==> src/rtl/ripple_fifo_pkg.sv <==
package ripple_fifo_pkg;
  localparam int unsigned RF_DEF_DEPTH = 16;
  localparam int unsigned RF_DEF_WIDTH = 4;

  // Handshake state of one stage in a cycle
  typedef struct packed {
    logic take;  // copy from predecessor
    logic give;  // hand word to successor
  } rf_move_t;
endpackage

==> src/rtl/ripple_fifo_rstsync.sv <==
module ripple_fifo_rstsync (
  input  logic clk,
  input  logic rst_n,
  output logic rst_q_n
);
  logic [1:0] sync_q;
  logic [1:0] sync_d;

  always_comb begin
    sync_d = {sync_q[0], 1'b1};
  end

  always_ff @(posedge clk or negedge rst_n) begin
    if (!rst_n) begin
      sync_q <= 2'b00;
    end else begin
      sync_q <= sync_d;
    end
  end

  assign rst_q_n = sync_q[1];
endmodule

==> src/rtl/ripple_fifo_stage.sv <==
module ripple_fifo_stage
  import ripple_fifo_pkg::*;
#(
  parameter int unsigned WIDTH = RF_DEF_WIDTH
) (
  input  logic             clk,
  input  logic             rst_n,
  input  logic             prev_full,
  input  logic [WIDTH-1:0] prev_data,
  input  logic             next_open,
  output logic             full,
  output logic [WIDTH-1:0] data
);
  rf_move_t   mv;
  logic       full_d;
  logic       full_q;
  logic [WIDTH-1:0] data_q;

  always_comb begin
    mv.take = ~full_q & prev_full;
    mv.give = full_q & next_open;
    full_d  = mv.take | (full_q & ~mv.give);
  end

  always_ff @(posedge clk or negedge rst_n) begin
    if (!rst_n) begin
      full_q <= 1'b0;
    end else begin
      full_q <= full_d;
    end
  end

  // data register: clock enable only on a take, no reset needed
  always_ff @(posedge clk) begin
    if (mv.take) begin
      data_q <= prev_data;
    end
  end

  assign full = full_q;
  assign data = data_q;
endmodule

==> src/rtl/ripple_fifo_outgate.sv <==
module ripple_fifo_outgate #(
  parameter int unsigned WIDTH = 4
) (
  input  logic             oe,
  input  logic [WIDTH-1:0] word,
  output logic [WIDTH-1:0] gated
);
  always_comb begin
    gated = oe ? word : '0;
  end
endmodule

==> src/rtl/ripple_fifo.sv <==
module ripple_fifo
  import ripple_fifo_pkg::*;
#(
  parameter int unsigned DEPTH = RF_DEF_DEPTH,
  parameter int unsigned WIDTH = RF_DEF_WIDTH
) (
  input  logic             clk,
  input  logic             rst_n,
  input  logic             shift_in,
  input  logic [WIDTH-1:0] din,
  input  logic             shift_out,
  input  logic             oe,
  output logic [WIDTH-1:0] dout,
  output logic             in_ready,
  output logic             out_ready
);
  localparam int unsigned LAST = DEPTH - 1;

  logic                   rst_q_n;
  logic [DEPTH-1:0]       stage_mark;
  logic [WIDTH-1:0]       stage_word [DEPTH];
  logic [DEPTH-1:0]       feed_full;
  logic [WIDTH-1:0]       feed_word  [DEPTH];
  logic [DEPTH-1:0]       drain_open;

  ripple_fifo_rstsync u_rst (
    .clk     (clk),
    .rst_n   (rst_n),
    .rst_q_n (rst_q_n)
  );

  genvar gi;
  generate
    for (gi = 0; gi < DEPTH; gi++) begin : g_stage
      if (gi == 0) begin : g_head
        assign feed_full[gi] = shift_in;
        assign feed_word[gi] = din;
      end else begin : g_body
        assign feed_full[gi] = stage_mark[gi-1];
        assign feed_word[gi] = stage_word[gi-1];
      end

      if (gi == LAST) begin : g_tail
        assign drain_open[gi] = shift_out;
      end else begin : g_mid
        assign drain_open[gi] = ~stage_mark[gi+1];
      end

      ripple_fifo_stage #(.WIDTH(WIDTH)) u_stage (
        .clk       (clk),
        .rst_n     (rst_q_n),
        .prev_full (feed_full[gi]),
        .prev_data (feed_word[gi]),
        .next_open (drain_open[gi]),
        .full      (stage_mark[gi]),
        .data      (stage_word[gi])
      );
    end
  endgenerate

  ripple_fifo_outgate #(.WIDTH(WIDTH)) u_gate (
    .oe    (oe),
    .word  (stage_word[LAST]),
    .gated (dout)
  );

  assign in_ready  = ~stage_mark[0];
  assign out_ready = stage_mark[LAST];
endmodule

==> config.mk <==
export PLATFORM = sky130hd
export DESIGN_NAME = ripple_fifo
export DESIGN_NICKNAME = d
export VERILOG_FILES = /design/src/rtl/ripple_fifo_pkg.sv /design/src/rtl/ripple_fifo_rstsync.sv /design/src/rtl/ripple_fifo_stage.sv /design/src/rtl/ripple_fifo_outgate.sv /design/src/rtl/ripple_fifo.sv
export SDC_FILE = /design/constraint.sdc
export NUM_CORES = 1
export LEC_CHECK = 0
export BUFFER_PORTS_ARGS = -buffer_cell sky130_fd_sc_hd__buf_4
export CAP_MARGIN = 20
export CORE_MARGIN = 4
export CORE_UTILIZATION = 40
export CTS_BUF_LIST = sky130_fd_sc_hd__clkbuf_4
export DETAILED_ROUTE_END_ITERATION = 6
export GPL_TIMING_DRIVEN = 0
export PLACE_DENSITY_LB_ADDON = 0.3
export SLEW_MARGIN = 20
export SYNTH_ARGS = -nofsm -noshare
export SYNTH_HDL_FRONTEND = slang
export SYNTH_SLANG_ARGS = --single-unit
==> constraint.sdc <==
create_clock -name clk -period 0.8 [get_ports clk]
set_input_delay 0.16 -clock clk [delete_from_list [all_inputs] [get_ports clk]]
set_output_delay 0.16 -clock clk [all_outputs]
set_load 0.02 [all_outputs]
# --- Word level (Yosys, flattened, before mapping) ---
# Cells that the tools add are included.
totals:
  register_bits: 82
  output_inout_bits: 6
  elab_cells: 115
op_classes:
  muxes: 1
  n_bitwise: 81
ops:
  columns: ["cell", "count"]
  rows:
  - ["$and A1 B1 Y1", 33]
  - ["$not A1 Y1", 32]
  - ["$or A1 B1 Y1", 16]
  - ["$mux W4", 1]

# --- Depth between registers and ports, before layout ---
depth:
  depth_word: 5
  ltp_mapped: 2
  mapped_depth_nobuf: 2

# --- By module ---
# Synthesis repeated with hierarchy kept, for this count alone.
unflattened:
  cells_unflattened: 151
  hier_area_um2: 2701.3
modules_own_cells:
  columns: ["mod", "instances", "cells_each", "area_per_inst_um2"]
  rows:
  - ["ripple_fifo_stage", 16, 8, 160.2]
  - ["ripple_fifo", 1, 16, 60.1]
  - ["ripple_fifo_rstsync", 1, 3, 53.8]
  - ["ripple_fifo_outgate", 1, 4, 25.0]

# --- Least setup slack after synthesis ---
# No wires, ideal clock.
synth_timing:
  path_type: "register to register"
  start: "reg g_stage[15].u_stage.full_q"
  end: "reg g_stage[15].u_stage.data_q[0], enable pin"
  arrival_ns: 0.732
  path_slack_ns: -0.264
  stages_incl_launch_ff: 2
  n_path_buf: 0
  cell_sequence: "dfrtp_1 nor2b_1"
synth_lines:
  columns: ["item", "line", "source"]
  rows:
  - ["start: declaration", "ripple_fifo_stage.sv:16", "logic full_q;"]
  - ["start signal: assignment", "ripple_fifo_stage.sv:29", "full_q <= full_d;"]
  - ["end signal: assignment", "ripple_fifo_stage.sv:36", "data_q <= prev_data;"]
  - ["end: declaration", "ripple_fifo_stage.sv:17", "logic [WIDTH-1:0] data_q;"]

# --- Worst setup path after layout ---
layout_timing:
  start: "reg g_stage[15].u_stage.data_q[0]"
  end: "out dout[0]"
layout_via:
  elab_chain_len: 1
layout_lines:
  columns: ["item", "line", "source"]
  rows:
  - ["$mux W4", "ripple_fifo_outgate.sv:9", "gated = oe ? word : '0;"]
  - ["end: declaration", "ripple_fifo.sv:13", "output logic [WIDTH-1:0] dout,"]
# Every way passes these cells.

==> results.md <==
- Vias in the first global route: 1186
- Internal: 8.64 mW
- Synth cell count leaders: edfxtp_1, dfrtp_1, a21o_2, nor2b_4, and2_1
- RSZ-0062 raised after global routing: yes
- Area share of the largest cell type after synthesis: 70.1%
- Port-buffer cells: 14
- Post-synth top area cell: edfxtp_1
- Synth Flop Type: edfxtp_1
- Static Leak: 1.27 nW
- CTS Buf Count: 9
- Mean Syn Cell Area: 22.7 um2
- Tcrit/Tclk final: 153%
- Crit Path Category: reg2out
- Synthesis-stage register bit count: a little over 80
- Drt initial violations: 67
- Placed cells: 212
- Clock skew: 17.2 ps
- Clock root buffer: clkbuf_4
- Count of pins over their slew limit: 0
- Status: finished, violations left
- Crit-path max FO: 1
- Design Power: 11.7 mW
- Element type at the critical path start: register
- P per Cell Area: 3550 nW/um2
- CTS Sinks: 82
- Clk buf depth: 2
- Syn Std Cell Area: 2740 um2
- Placed cell areas: 2960 um2
- 1st-pass router iterations: 3
- Ant diodes: 0
- Final setup viols: 85
- Initial antenna violation count: 0
- Sequential share of power: 59.8%
- Layout Nets: approximately 170
- Post-synth EDFFs: 64
- Synth warn: 0
- Fmax: 819 MHz
- Area growth from synthesis to layout: 20.3%
- CP arrival: roughly 1100 ps
- Post-Syn Instances: approximately 120
- Syn Nets: 130
- Max incr delay on CP: ~390 ps
- Remaining DRCs: 0
- Worst-Skew Late Latency: between 400 and 500 ps
- Comb power frac: about a fifth
- Initial Util: 42.2%
- Buf/Inv on CP: 1
- Boundary Pins: 15
- Clock slew at reported path FFs: 130 ps
- Period minus WS final: 1220 ps
- Clock power frac: 19.6%
- Slowest CP cell: edfxtp_1
- Core area: roughly 6500 um2
- Layout cells sized above 1: a little under half
- CP Depth: 2
- Post-route insts no fill: 244
- H-tree depth: 3
- Switching Fraction: 26.1%
- CTS tree: built
- Net switching power: around 3.1 mW
- Routed vias: 1106
- Setup TNS Final: -14330 ps
- Die Wd: 90.8 um
- Top-count cell post-synth: edfxtp_1
- Cell Rows: 29
- Worst vdd ir: around 1.7 mV
- ANT nets after route: 0
- Die Span Y: 90.8 um
- Critical path's top delay family: flip-flops
- Via/cell ratio: 4.53
- Register area share after synthesis: roughly 86%
- Design area: roughly 3300 um2
- Largest net degree at the start of global routing: 17
- Largest cells by area after synthesis: edfxtp_1, dfrtp_1, nor2b_4
- GPL Wtd Cong: between 0.6 and 0.7
- Async SR Flop Fraction: 22.0%
- CP Capture Type: primary output
- Final count of hold timing violations: 0
- Failing checks: negative setup slack
- Post-layout worst setup margin: -421 ps
- WL final: 3600 um
- HP Class: in2async
- First-pass GRT wire length: between 5000 and 6000 um
- Distinct cells, synth: 12
- Total GRT Usage: 10.1%
- Worst R2R Path Depth: 2
- Max cap viols: 0
- Post-Place Setup Slack: -202 ps
- DP HPWL: 2270 um
- Required time of the worst setup path: 640 ps
- Total congestion overflow: 0
- Crit path cell chain: and2_4 > buf_6
- Die area: 8250 um2
- Per-cell routed wire length: 14.8 um
## final cells by class
type | instances | area [um2]
fill | 514 | 3200
sequential | 82 | 2380
multi-input combinational | 38 | 394
timing repair buffer | 30 | 282
tap | 77 | 96.3
clock buffer | 11 | 82.6
clock inverter | 5 | 57.6
inverter | 1 | 3.75
## worst register-to-register path: stages (launching register included)
cell and delay, ps:
dfrtp_1 400, buf_6 130, nor2b_4 210
## sequential cells by signal (all words and copies together), names as in the netlist
register              count
g_stage.u_stage.data     64
u_rst.sync_q              2
g_stage.u_stage.full     16
## layout by cell type, fill, tap and decap left out, drive strengths merged
cell / count
edfxtp: 64
buf: 24
dfrtp: 18
nor2b: 16
a21o: 15
clkbuf: 11
dlygate4sd3: 6
and2: 4
clkinvlp: 2
clkinv: 2
nor2: 1
a21oi: 1
inv: 1
bufinv: 1
conb: 1
## cells by family (layout without fill, tap and decap cells)
group                  Yosys count  after routing  share of synthesized area (%)
DFF                             82             82                           86.5
and+or+nand+nor                 21             21                           8.35
AOI/OAI and AO/OA               16             16                           4.88
other                            1              1                          0.137
buffers and inverters            1             47                          0.137
## path summary, 6_finish.rpt
path                                                             from                                    to  slack (ps)
worst max-delay path            g_stage[15].u_stage.data[0]$_DFFE_PP_                               dout[0]        -420
worst max register to register      g_stage[0].u_stage.full$_DFF_PN0_  g_stage[1].u_stage.data[2]$_DFFE_PP_        -230
worst min register to register              u_rst.sync_q[1]$_DFF_PN0_    g_stage[11].u_stage.full$_DFF_PN0_         170
min in group clk                                             shift_in     g_stage[0].u_stage.full$_DFF_PN0_         150
worst min-delay path                                            rst_n             u_rst.sync_q[0]$_DFF_PN0_          70
max in group asynchronous                   u_rst.sync_q[1]$_DFF_PN0_    g_stage[15].u_stage.full$_DFF_PN0_         310
## power by group through the flow
| stage | logic [mW] | clock network (mW) | registers, mW |
|---|---|---|---|
| floorplan | 1.41 | 0 | 6.92 |
| global placement | 1.73 | 0 | 7.05 |
| finish | 2.41 | 2.29 | 7.00 |
| detailed placement | 1.84 | 0 | 7.12 |
| CTS | 2.42 | 2.40 | 7.01 |
| global route | 2.62 | 2.62 | 7.14 |
## per-layer routing
layer	up-vias	part of all wire (%)	global-route usage [%]
met2	24	52	16.4
met4	0	0.72	4.15
met3	2	5.5	5.58
li1	532	-	-
met5	-	0	0
met1	548	42	11.0
## what timing repair did
item,in CTS,in global routing
pin swaps,4,1
resized for setup,18,6
cloned,0,0
hold endpoints to repair,7,0
setup endpoints to repair,101,86
setup buffers,10,1
hold buffers,6,0
## stage by stage
stage	utilization (%)	hold slack, ps
5_1_grt	50.8	22.0
3_3_place_gp	45.6	-57.2
3_5_place_dp	45.6	-54.2
4_1_cts	50.7	34.2
2_1_floorplan	-	-136
6_report	50.8	70.6
Note: power is estimated with default switching activity, not from simulation.
